$ cat src/rtl/dual_tc.sv
module dual_tc #(
  parameter int PRESCALE = 12
) (
  input  logic       clk,
  input  logic       rst_n,
  input  logic       bus_we,
  input  logic [2:0] bus_addr,
  input  logic [7:0] bus_wdata,
  output logic [7:0] bus_rdata,
  input  logic [1:0] evt_in,
  input  logic [1:0] gate_in,
  input  logic [1:0] irq_ack,
  output logic [1:0] irq
);

  localparam logic [2:0] A_MODE = 3'd0;
  localparam logic [2:0] A_CTRL = 3'd1;
  localparam int PW = (PRESCALE > 1) ? $clog2(PRESCALE) : 1;

  logic [7:0] mode_q;
  logic [1:0] run_q, ovf_q;
  logic [7:0] lo_q [2];
  logic [7:0] hi_q [2];
  logic [7:0] lo_n [2];
  logic [7:0] hi_n [2];
  logic [1:0] s1, s2, s3, fall, wrap, hw_set;
  logic       tick, split, hi0_wrap;
  logic       ctrl_wr;

  generate
    if (PRESCALE > 1) begin : g_pre
      logic [PW-1:0] pre_q;
      always_ff @(posedge clk) begin
        if (!rst_n) pre_q <= '0;
        else if (pre_q == PW'(PRESCALE - 1)) pre_q <= '0;
        else pre_q <= pre_q + 1'b1;
      end
      assign tick = (pre_q == PW'(PRESCALE - 1));
    end else begin : g_nopre
      assign tick = 1'b1;
    end
  endgenerate

  always_ff @(posedge clk) begin
    if (!rst_n) begin
      s1 <= 2'b11;
      s2 <= 2'b11;
      s3 <= 2'b11;
    end else begin
      s1 <= evt_in;
      s2 <= s1;
      s3 <= s2;
    end
  end
  assign fall    = s3 & ~s2;
  assign split   = (mode_q[1:0] == 2'd3);
  assign ctrl_wr = bus_we && (bus_addr == A_CTRL);

  always_comb begin
    logic [3:0]  fld;
    logic        wr_lo, wr_hi, adv;
    logic [12:0] t13;
    hi0_wrap = 1'b0;
    wrap     = 2'b00;
    for (int c = 0; c < 2; c++) begin
      fld   = mode_q[4*c +: 4];
      wr_lo = bus_we && (bus_addr == 3'(2 + 2*c));
      wr_hi = bus_we && (bus_addr == 3'(3 + 2*c));
      adv   = run_q[c] && (!fld[3] || gate_in[c]) &&
              (fld[2] ? fall[c] : tick) && !(wr_lo || wr_hi);
      lo_n[c] = lo_q[c];
      hi_n[c] = hi_q[c];
      t13     = {hi_q[c], lo_q[c][4:0]} + 13'd1;
      if (adv) begin
        case (fld[1:0])
          2'd0: begin
            lo_n[c] = {lo_q[c][7:5], t13[4:0]};
            hi_n[c] = t13[12:5];
            wrap[c] = &{hi_q[c], lo_q[c][4:0]};
          end
          2'd1: begin
            {hi_n[c], lo_n[c]} = {hi_q[c], lo_q[c]} + 16'd1;
            wrap[c] = &{hi_q[c], lo_q[c]};
          end
          2'd2: begin
            if (&lo_q[c]) begin
              lo_n[c] = hi_q[c];
              wrap[c] = 1'b1;
            end else begin
              lo_n[c] = lo_q[c] + 8'd1;
            end
          end
          default: begin
            if (c == 0) begin
              lo_n[c] = lo_q[c] + 8'd1;
              wrap[c] = &lo_q[c];
            end
          end
        endcase
      end
      if (c == 0 && split && run_q[1] && tick && !(wr_lo || wr_hi)) begin
        hi_n[c]  = hi_q[c] + 8'd1;
        hi0_wrap = &hi_q[c];
      end
      if (wr_lo) lo_n[c] = bus_wdata;
      if (wr_hi) hi_n[c] = bus_wdata;
    end
  end

  assign hw_set[0] = wrap[0];
  assign hw_set[1] = split ? hi0_wrap : wrap[1];

  always_ff @(posedge clk) begin
    if (!rst_n) begin
      mode_q <= '0;
      run_q  <= '0;
      ovf_q  <= '0;
      for (int c = 0; c < 2; c++) begin
        lo_q[c] <= '0;
        hi_q[c] <= '0;
      end
    end else begin
      if (bus_we && bus_addr == A_MODE) mode_q <= bus_wdata;
      for (int c = 0; c < 2; c++) begin
        lo_q[c] <= lo_n[c];
        hi_q[c] <= hi_n[c];
        if (ctrl_wr) begin
          run_q[c] <= bus_wdata[4 + 2*c];
          ovf_q[c] <= bus_wdata[5 + 2*c];
        end else if (hw_set[c]) begin
          ovf_q[c] <= 1'b1;
        end else if (irq_ack[c]) begin
          ovf_q[c] <= 1'b0;
        end
      end
    end
  end

  assign irq = ovf_q;

  always_comb begin
    case (bus_addr)
      3'd0:    bus_rdata = mode_q;
      3'd1:    bus_rdata = {ovf_q[1], run_q[1], ovf_q[0], run_q[0], 4'b0000};
      3'd2:    bus_rdata = lo_q[0];
      3'd3:    bus_rdata = hi_q[0];
      3'd4:    bus_rdata = lo_q[1];
      3'd5:    bus_rdata = hi_q[1];
      default: bus_rdata = 8'h00;
    endcase
  end

endmodule

$ cat config.mk
export PLATFORM = sky130hd
export DESIGN_NAME = dual_tc
export DESIGN_NICKNAME = d
export VERILOG_FILES = /design/src/rtl/dual_tc.sv
export SDC_FILE = /design/constraint.sdc
export NUM_CORES = 1
export LEC_CHECK = 0
export ABC_AREA = 1
export BUFFER_PORTS_ARGS = -buffer_cell sky130_fd_sc_hd__buf_2
export CAP_MARGIN = 5
export CELL_PAD_IN_SITES_DETAIL_PLACEMENT = 1
export CELL_PAD_IN_SITES_GLOBAL_PLACEMENT = 1
export CORE_ASPECT_RATIO = 1.5
export CORE_MARGIN = 10
export CORE_UTILIZATION = 46
export CTS_BUF_LIST = sky130_fd_sc_hd__clkbuf_4
export DETAILED_ROUTE_END_ITERATION = 7
export PLACE_DENSITY_LB_ADDON = 0.1
export SLEW_MARGIN = 20
export SYNTH_ARGS = -nofsm -noshare
export SYNTH_HDL_FRONTEND = slang
export SYNTH_SLANG_ARGS = --single-unit
export TNS_END_PERCENT = 50
$ cat constraint.sdc
create_clock -name clk -period 5.2 [get_ports clk]
set_input_delay 0.52 -clock clk [delete_from_list [all_inputs] [get_ports clk]]
set_output_delay 0.52 -clock clk [all_outputs]
set_load 0.01 [all_outputs]
Yosys cells after proc, flatten, opt, wreduce, memory -nomap -nowiden. Memory sizes are Yosys's and may differ from the RTL's. Index checks and enable logic that the tools add are counted.

Add/subtract/negate cells: 8. Equality and inequality tests: 11. Multiplexer cells: 38. Bitwise logic cells: 7. Reductions and logical operators: 36.

Operator list (number): 8-bit 2-to-1 mux (15); 8-bit one-hot mux with 3 select lines (2); 8-bit one-hot mux with 6 select lines (1); 16-bit by 1-bit adder with 16-bit output (second input constant) (2); 8-bit one-hot mux with 2 select lines (2); 16-bit AND reduction (2); 13-bit by 1-bit adder with 13-bit output (second input constant) (2); 13-bit AND reduction (2); 8-bit by 1-bit adder with 8-bit output (second input constant) (3); 8-bit AND reduction (3); 1-bit 2-to-1 mux (16); 1-bit logical AND (15); 2-bit == test (second input constant) (3); 3-bit by 2-bit == test with 1-bit output (second input constant) (2); 3-bit == test (second input constant) (2); 1-bit one-hot mux with 3 select lines (2); 3-bit nonzero test (2); 4-bit by 1-bit adder with 4-bit output (second input constant) (1); 2-bit by 1-bit == test with 1-bit output (second input constant) (2); 4-bit == test (second input constant) (1); 1-bit logical NOT (4); 2-bit logical NOT (2); 1-bit logical OR (4); 1-bit OR (4); 6 further kinds (6).

Flip-flop bits (word level): 22. Bits in writable memories: 32. Input bits: 20. Logic and storage cells: 110. Memories: 2.

Memory list: hi_q (depth 2, bits a word 8, read ports 2, clocked after memory_dff 0, write ports 2, RTL line 23) `logic [7:0] hi_q [2];`; lo_q (depth 2, bits a word 8, read ports 2, clocked after memory_dff 0, write ports 2, RTL line 22) `logic [7:0] lo_q [2];`.

Longest topological paths before layout. Gate-level depths: netlist of the first run.

Word-level depth: 9. Gate-level depth with buffers: 13. Mapped depth without buffers: 13.

Worst setup path after synthesis of the first run. Ideal clock, no wire load.

Kind: in2out. Start: input bus_addr[0]. End: output bus_rdata[6]. Data arrival time: 1.256 ns. Required time: 4.680 ns. Path slack: 3.424 ns. Stages on the path: 5. Path buffers: 0. Path through: nor2_1 > nand2_1 > inv_1 > a221oi_1 > o221ai_1.

Longest elaborated chain between the ends: 2. Elaborated cells between the ends (all ways): 7.

Ends and longest elaborated chain: from (decl) (RTL line 7) `input logic [2:0] bus_addr,`; 3-bit == test, or another cell as far along (RTL line 142) `case (bus_addr)`; 8-bit one-hot mux with 6 select lines * (RTL line 142); to (decl) (RTL line 9) `output logic [7:0] bus_rdata,`.

Mark *: on every way between the ends. The rest lies on a longest branch, timed or not.

Final worst setup path of the first run.
Start: input bus_addr[1]. End: output bus_rdata[4].

The elaborated chain is that of the path after synthesis.

==> results of run 1 <==
-- critical path, cell delays in order --
cell and delay (ns):
buf_2 0.15, nor2_1 0.09, nand2_1 0.24, o22ai_1 0.12
a221oi_1 0.26, o221ai_1 0.22, buf_2 0.19
-- worst paths after layout --
path / from / to / slack, ns / depth (start not counted)
hold reg to reg: s1[0] / s2[0] / 0.44 / 1
setup reg to reg: lo_q[0][0] / lo_q[0][5] / 3.02 / 9
setup / recovery: bus_addr[1] / bus_rdata[4] / 2.89 / 7
hold / removal: evt_in[0] / s1[0] / 0.29 / 2
-- where the power goes --
group	internal [mW]	leakage [nW]	switching, mW
Sequential	0.426	0.439	0.0136
Combinational	0.0316	1.32	0.0810
Clock	0.104	0.0433	0.161
Total	0.562	1.81	0.256
-- metal layers --
layer / wire length, um / up-vias
li1: - / 2093
met1: 5831 / 2131
met2: 8102 / 158
met3: 687 / 58
met4: 1067 / 0
met5: 0 / -
-- synth_stat cells (2+ instances only) --
cell / n
nor2_1: 46
inv_1: 71
nand2_4: 2
o22ai_1: 12
a21oi_1: 53
nand2_2: 6
o21ai_2: 2
nand3_1: 52
nor2_2: 8
or2_2: 6
nor3_1: 9
a221oi_1: 5
inv_4: 2
a211oi_1: 3
o221ai_1: 6
nand4_1: 10
o31ai_2: 2
nand3b_1: 2
nand2_1: 150
buf_2: 3
dfxtp_1: 54
ha_1: 8
nor4_1: 2
xnor2_1: 3
buf_6: 2
xor2_1: 9
nor2_4: 5
nand3_2: 3
clkbuf_1: 7
o211ai_1: 3
o21ai_0: 34
o21ai_1: 3
a21oi_2: 5
inv_2: 11
a31oi_1: 2
-- cell type report --
cell class                 count  area [um^2]  share of cell area (%)
timing repair buffer          29        145.1                   3.424
inverter                      85        324.1                   7.645
clock inverter                 3        48.80                   1.151
tap                          107        133.9                   3.158
multi-input combinational    461         2466                   58.18
sequential                    54         1081                   25.50
antenna                        1        2.502                 0.05903
clock buffer                   5        37.54                  0.8855
-- flip-flops by register name (all words and copies together), names as in the netlist --
register / cells
mode_q: 8
lo_q: 16
hi_q: 16
s2: 2
irq: 2
s1: 2
g_pre.pre_q: 4
s3: 2
run_q: 2
-- cell families (layout without fill, tap and decap cells) --
family / after synthesis / in the layout / synth area share, %
adders and majority gates: 8 / 8 / 2.544
other: 0 / 1 / 0
DFF: 54 / 54 / 27.47
xor gates and xnor gates: 12 / 12 / 2.671
AOI/OAI and AO/OA: 136 / 136 / 21.34
and+or+nand+nor: 305 / 305 / 36.12
buffers and inverters: 97 / 122 / 9.857
-- stage by stage --
| stage | hold slack, ns | total power [mW] |
|---|---|---|
| final | 0.2861 | 0.8179 |
| after global routing | 0.2668 | 0.8530 |
| after CTS | 0.2751 | 0.8207 |
| after detailed placement | 0.4060 | 0.5590 |
| after global placement | 0.3937 | 0.5548 |
| after floorplan | 0.3917 | 0.5123 |
==> results_dict.tcl, run 1 <==
set metrics [dict create \
    skew_ns 0.01537 \
    cts-resized-gates 0 \
    insertion_delay_ns 0.41 \
    async_flop_share_pct 0 \
    finalWirelength_um 15690 \
    yosys.area.top_type "dfxtp_1" \
    dpl_cell_area_um2 4150 \
    instances_no_fill 745 \
    cts_inserted_buffers 5 \
    n_fill_cell 1169 \
    drive_above_1_share_pct 14.91 \
    critPathArrivalTime_ns 1.79 \
    ant_nets 0 \
    setup_slack_ns 2.894 \
    final_nets 664 \
    cts_tree "yes" \
    path_max_fanout 8 \
    grt_pass1_wl_um 24830 \
    grt_start_max_net_pins 34 \
    final_cell_mix "nand2_1, inv_1, dfxtp_1, a21oi_1, nand3_1" \
    period_share_pct 44.34 \
    avgSynthCellArea_um2 6.430 \
    ys_ff_latch 54 \
    met1_usage_pct 26.52 \
    synth_area_leaders "dfxtp_1, nand2_1, inv_1" \
    critPathCaptureType "primary output" \
    num_rows 41 \
    netlist_area_um2 3935 \
    layout_commonest_cell "nand2_1" \
    grtUsageMet2_pct 44.41 \
    power_density_nw_per_um2 192.9 \
    placedCellCount 736 \
    post_drt_wl_per_cell_um 21.06 \
    finalInstanceArea_um2 4239 \
    grt.busiest_layer "met2" \
    slew_viol_final 0 \
    vias 4440 \
    globalplace.congestion 1.022 \
    grt_overflow 0 \
    period_needed_ns 2.306 \
    setup_viol_count_final 0 \
    ys_warn_count 0 \
    synth_ff_type "dfxtp_1" \
    synth_top_area_share_pct 27.47 \
    min_path_type "input pin to register" \
    syn_to_final_growth_pct 7.727 \
    vdd_drop_max_mv 0.1384 \
    cts.sinks 54 \
    syn_inst 612 \
    postLayoutCoreUtil_pct 50.70 \
    rsz0062_at_grt "false" \
    synth_edf_count 0 \
    yosysUniqueCellTypes 46 \
    fmaxAchievable_mhz 433.7 \
    use_met3_pct 3.656 \
    coreArea_um2 8362 \
    syn_nets 640 \
    cap_viol_max_count 0 \
    drt_iter0_drc 267 \
    antenna_found_initial 1 \
    io_buffer_count 29 \
    finalHoldViolCount 0 \
    cts_root_buf "clkbuf_4" \
    die_height_um 133.3 \
    hpwl_um 12590 \
    dr.pass1.iters 5 \
    die-area_um2 12730 \
    cts_setup_buffers 0 \
    grt_usage_pct 25.08 \
    clkTransAtPathRegs_ns 0.17 \
    num_io_pins 30 \
    critical_path_class "input pin to primary output" \
    cts_hold_buf 0 \
    slew_headroom_pct 42.46 \
    critPathLaunchType "input pin" \
    drt-vias-per-instance 5.960 \
    fp.dieW_um 95.52 \
    htree_num_levels 2 \
    start_util_pct 47.06 \
    crit_required_ns 4.68 \
    clk_path_buf_depth 2 \
    route.detailed.drc 0 \
    dp_slack_ns 2.910 \
    grt_pass1_vias 4547 \
    setup_tns_ns 0 \
    outcome "finished, final reports clean" \
    ys_seq_area_share_pct 27.47 \
    max_slew.worst_pin.slew_ns 0.8621 \
    total_leakage_power_nw 1.806 \
]
Note: power is estimated with default switching activity, not from simulation.
==> run 2: changes to the inputs <==
--- a/config.mk
+++ b/config.mk
@@ -12,7 +12,7 @@
 export CELL_PAD_IN_SITES_GLOBAL_PLACEMENT = 1
 export CORE_ASPECT_RATIO = 1.5
 export CORE_MARGIN = 10
-export CORE_UTILIZATION = 46
+export CORE_UTILIZATION = 44
 export CTS_BUF_LIST = sky130_fd_sc_hd__clkbuf_4
 export DETAILED_ROUTE_END_ITERATION = 7
 export PLACE_DENSITY_LB_ADDON = 0.1
==> constraint.sdc (replaced) <==
create_clock -name clk -period 2.4 [get_ports clk]
set_input_delay 0.24 -clock clk [delete_from_list [all_inputs] [get_ports clk]]
set_output_delay 0.24 -clock clk [all_outputs]
set_load 0.01 [all_outputs]
==> run 2 against run 1 <==
Clock power increased by 63%. First-iteration DRC count increased by 5.6%. Global-route usage decreased by 1.9 points. Via count decreased by 0.65%. Largest cell class unchanged.
==> results_dict.tcl, run 2 (synthesis gave the netlist of run 1 again) <==
set metrics [dict create \
    setup_viol_count_final 0 \
    critPathArrivalTime_ns 2.34 \
    finalWirelength_um 15590 \
    path_max_fanout 6 \
    outcome "finished, final reports clean" \
    globalplace.congestion 0.9935 \
    grt_usage_pct 23.21 \
    power_density_nw_per_um2 385.1 \
    period_needed_ns 2.023 \
    regToRegStartpoint "mode_q[5]" \
    critPathLaunchType "register" \
    slew_headroom_pct 42.65 \
    final_nets 667 \
    drt-vias-per-instance 5.881 \
    post_drt_wl_per_cell_um 20.79 \
    clk_path_buf_depth 2 \
    start_util_pct 44.84 \
    rsz0062_at_grt "false" \
    min_from "evt_in[0]" \
    rr_worst_depth 8 \
    top_regs "hi_q: 16 flops, lo_q: 16 flops, mode_q: 8 flops" \
    cts_tree "yes" \
    cap_viol_max_count 0 \
    hold_path_depth 2 \
    ant_nets 0 \
    grt_start_max_net_pins 33 \
    holdPathEnd "s1[0]" \
    cts_root_buf "clkbuf_4" \
    dp_slack_ns 0.3980 \
    holdWs_ns 0.02658 \
    crit_required_ns 2.72 \
    min_path_type "input pin to register" \
    max_slew.worst_pin.slew_ns 0.8592 \
    layout_commonest_cell "nand2_1" \
    cts.sinks 54 \
    power.total_mw 1.629 \
    hpwl_um 12590 \
    critPathCaptureType "register" \
    skew_ns 0.02149 \
    vias 4411 \
    drt_iter0_drc 282 \
    io_buffer_count 29 \
    r2r_end "lo_q[0][12]" \
    dr.pass1.iters 5 \
    num_rows 42 \
    grt.busiest_layer "met2" \
    final_cell_mix "nand2_1, inv_1, dfxtp_1, a21oi_1, nand3_1" \
    cts_setup_buffers 0 \
    htree_num_levels 2 \
    route.detailed.drc 0 \
    clkTransAtPathRegs_ns 0.18 \
    setup_slack_ns 0.3772 \
    period_share_pct 84.28 \
    grt_pass1_wl_um 24360 \
    vdd_drop_max_mv 0.2524 \
    use_met3_pct 3.100 \
    coreArea_um2 8776 \
    total_leakage_power_nw 1.810 \
    num_io_pins 30 \
    finalHoldViolCount 0 \
    grt_pass1_vias 4536 \
    fp.dieW_um 97.22 \
    grtUsageMet2_pct 41.77 \
    critical_path_class "register to register" \
    setup_tns_ns 0 \
    drive_above_1_share_pct 15.18 \
    die_height_um 135.8 \
    cts-resized-gates 0 \
    antenna_found_initial 1 \
    placedCellCount 742 \
    cts_inserted_buffers 5 \
    reg2reg_slack_ns 0.38 \
    cts_hold_buf 0 \
    fmaxAchievable_mhz 494.4 \
    insertion_delay_ns 0.40 \
    instances_no_fill 750 \
    syn_to_final_growth_pct 7.504 \
    slew_viol_final 0 \
    die-area_um2 13200 \
    met1_usage_pct 24.14 \
    grt_overflow 0 \
]
## run 2: cell type report
type                    instances  area (um^2)
fillers                      1228         4546
multi-input cells             461         2466
flip-flops and latches         54         1081
inverters                      85        324.1
repair buffers                 32        167.7
well taps                     110        137.6
clock buffers                   5        37.54
clock inverters                 2        13.76
diodes                          1        2.502
## run 2: where the power goes
| group | leakage, nW | internal [mW] | switching (mW) |
|---|---|---|---|
| logic | 1.34 | 0.0694 | 0.176 |
| clock network | 0.0315 | 0.112 | 0.321 |
| registers | 0.439 | 0.923 | 0.0282 |
| total | 1.81 | 1.10 | 0.525 |
## run 2: worst max-delay path by stage
stage	start	endpoint	slack [ns]	cells past startpoint
global route	mode_q[5]	lo_q[0][12]	0.15	8
global placement	mode_q[5]	lo_q[0][12]	0.51	8
floorplan	mode_q[5]	lo_q[0][10]	0.73	8
finish	mode_q[5]	lo_q[0][12]	0.38	8
detailed placement	g_pre.pre_q[0]	lo_q[0][7]	0.40	10
CTS	g_pre.pre_q[0]	lo_q[0][7]	0.38	10
## run 2: through the flow
stage	cell area [um^2]	utilization [%]
6_report	4230	48.20
5_1_grt	4230	48.20
4_1_cts	4228	48.18
3_5_place_dp	4177	47.59
3_3_place_gp	4177	47.59
2_1_floorplan	3935	-
## run 2: critical path, stage by stage, from the launching register on
cell	delay (ns)
dfxtp_1	0.44
inv_1	0.10
ha_1	0.27
inv_1	0.21
nand2_1	0.21
o31ai_2	0.45
nand2_1	0.10
nand3_1	0.10
nor2_1	0.05
## run 2: per-layer routing
metal | up-vias | wire length (um) | share of wire, %
met2 | 121 | 7848 | 50
met1 | 2138 | 5984 | 38
met5 | - | 0 | 0
met4 | 0 | 1175 | 7.5
met3 | 55 | 579 | 3.7
li1 | 2097 | - | -
==> run 3: changes to the inputs <==
==> constraint.sdc (replaced) <==
create_clock -name clk -period 2 [get_ports clk]
set_input_delay 0.2 -clock clk [delete_from_list [all_inputs] [get_ports clk]]
set_output_delay 0.2 -clock clk [all_outputs]
set_load 0.01 [all_outputs]
==> run 3 against run 2 <==
Routed wire length rose by 4.6%. Clock-buffer cell count did not move. Clock skew fell by 0.0063 ns. Worst hold slack improved by 0.056 ns. Flip-flop and latch count did not move. Final cell count rose by 3.5%. Non-clock buffer count rose by 25. First-iteration DRC count fell by 12%. Utilization rose by 2.7 points. Highest routed layer unchanged.
==> results_dict.tcl, run 3 (synthesis gave the netlist of run 1 again) <==
set metrics [dict create \
    outcome "finished, final reports clean" \
    slew_headroom_pct 38.76 \
    multiInputGateArea_um2 2502 \
    cts_tree "yes" \
    htree_num_levels 2 \
    drt_iter0_drc 247 \
    die-area_um2 13200 \
    vdd_drop_max_mv 0.2674 \
    route.detailed.drc 0 \
    grt_usage_pct 24.32 \
    p_int_mw 1.346 \
    netSwitchingFraction_pct 32.97 \
    syn_to_final_growth_pct 13.61 \
    min_path_type "input pin to register" \
    die_height_um 135.8 \
    reg2reg_slack_ns 0.14 \
    num_io_pins 30 \
    critical_path_class "register to primary output" \
    grt_overflow 0 \
    coreArea_um2 8776 \
    max_slew.worst_pin.slew_ns 0.9176 \
    setup_tns_ns 0 \
    period_share_pct 98.00 \
    insertion_delay_ns 0.41 \
    period_needed_ns 1.960 \
    grt_start_max_net_pins 33 \
    power_density_nw_per_um2 449.1 \
    n_fill_cell 1229 \
    layout_commonest_cell "nand2_1" \
    grt_pass1_vias 4714 \
    finalWirelength_um 16300 \
    cts_setup_buffers 0 \
    hold_path_depth 3 \
    hpwl_um 13180 \
    fp.dieW_um 97.22 \
    p_sw_uw 661.8 \
    critPathLaunchType "register" \
    crit_required_ns 1.80 \
    dr.pass1.iters 5 \
    start_util_pct 44.84 \
    io_buffer_count 29 \
    slew_viol_final 0 \
    num_rows 42 \
    setup_viol_count_final 0 \
    postLayoutCoreUtil_pct 50.94 \
    fmaxAchievable_mhz 510.2 \
    grt_pass1_wl_um 25600 \
    finalHoldViolCount 0 \
    holdPathEnd "hi_q[0][12]" \
    regArea_um2 1086 \
    drive_above_1_share_pct 19.85 \
    clk_path_buf_depth 2 \
    vias 4495 \
    cts_root_buf "clkbuf_4" \
    skew_ns 0.01520 \
    regToRegStartpoint "lo_q[0][8]" \
    antenna_found_initial 0 \
    final_cell_mix "nand2_1, inv_1, a21oi_1, nand3_1, dfxtp_1" \
    clkTransAtPathRegs_ns 0.19 \
    r2r_end "lo_q[0][14]" \
    rsz0062_at_grt "true" \
    ant_nets 0 \
    pwr-share-comb_pct 16.1 \
    final_nets 692 \
    path_max_fanout 4 \
    drt-vias-per-instance 5.793 \
    pwr-share-clk_pct 27.1 \
    cts_inserted_buffers 5 \
    power_frac_seq_pct 56.7 \
    critPathArrivalTime_ns 1.76 \
    top_regs "hi_q: 16 flops, lo_q: 16 flops, mode_q: 8 flops" \
    total_leakage_power_nw 1.944 \
    critPathCaptureType "primary output" \
    globalplace.congestion 1.013 \
    post_drt_wl_per_cell_um 21.01 \
    cts.sinks 54 \
    rr_worst_depth 11 \
    cap_viol_max_count 0 \
    min_from "bus_wdata[4]" \
]
run 3: worst max path at each step:
stage,startpoint,to,cells past startpoint
2_1_floorplan,mode_q[5],lo_q[0][10],8
3_3_place_gp,g_pre.pre_q[0],hi_q[0][6],9
3_5_place_dp,g_pre.pre_q[0],lo_q[0][5],10
4_1_cts,g_pre.pre_q[0],lo_q[0][7],10
5_1_grt,lo_q[0][12],bus_rdata[4],5
6_report,hi_q[0][4],bus_rdata[4],6
run 3: layout make-up:
class	instances	share of cell area (%)
multi-input combinational	461	55.98
clock buffer	5	0.8396
tap	110	3.079
timing repair buffer	57	8.060
antenna	1	0.05598
clock inverter	3	0.4478
sequential	54	24.29
inverter	85	7.249
run 3: what timing repair did:
item	4_1_cts	5_1_grt
setup endpoints to repair	1	34
endpoints found under the hold margin	2	0
hold buffers	2	0
resized for setup	1	12
run 3: stage by stage:
step | setup WS (ns) | std cells | power (mW) | cell area (um^2) | hold slack [ns]
after floorplan | 0.3265 | 612 | 1.332 | 3935 | 0.3066
after global placement | 0.1692 | 765 | 1.462 | 4349 | 0.3867
after detailed placement | 0.05207 | 765 | 1.474 | 4349 | 0.3888
after CTS | 0.01689 | 775 | 2.013 | 4427 | 0.07320
after global routing | -0.05206 | 775 | 2.086 | 4468 | 0.09211
final | 0.03998 | 776 | 2.008 | 4471 | 0.08229
run 3: layer usage:
layer / share of wire [%] / global-route usage, % / up-vias
met5: 0 / 0 / -
met3: 3.1 / 2.947 / 53
li1: - / - / 2148
met4: 7.5 / 17.67 / 0
met1: 38 / 24.73 / 2168
met2: 52 / 44.93 / 126
run 3: power groups by stage:
| stage | Clock [mW] | Sequential (mW) | Combinational [mW] |
|---|---|---|---|
| after detailed placement | 0 | 1.16 | 0.314 |
| after floorplan | 0 | 1.15 | 0.182 |
| final | 0.545 | 1.14 | 0.324 |
| after global routing | 0.590 | 1.14 | 0.354 |
| after CTS | 0.558 | 1.14 | 0.318 |
| after global placement | 0 | 1.16 | 0.304 |
run 3: critical path: stages (launching register included):
cell and delay, ns:
dfxtp_1 0.36, buf_4 0.16, inv_2 0.08, o22ai_1 0.12, a221oi_1 0.25, o221ai_1 0.21
buf_2 0.18
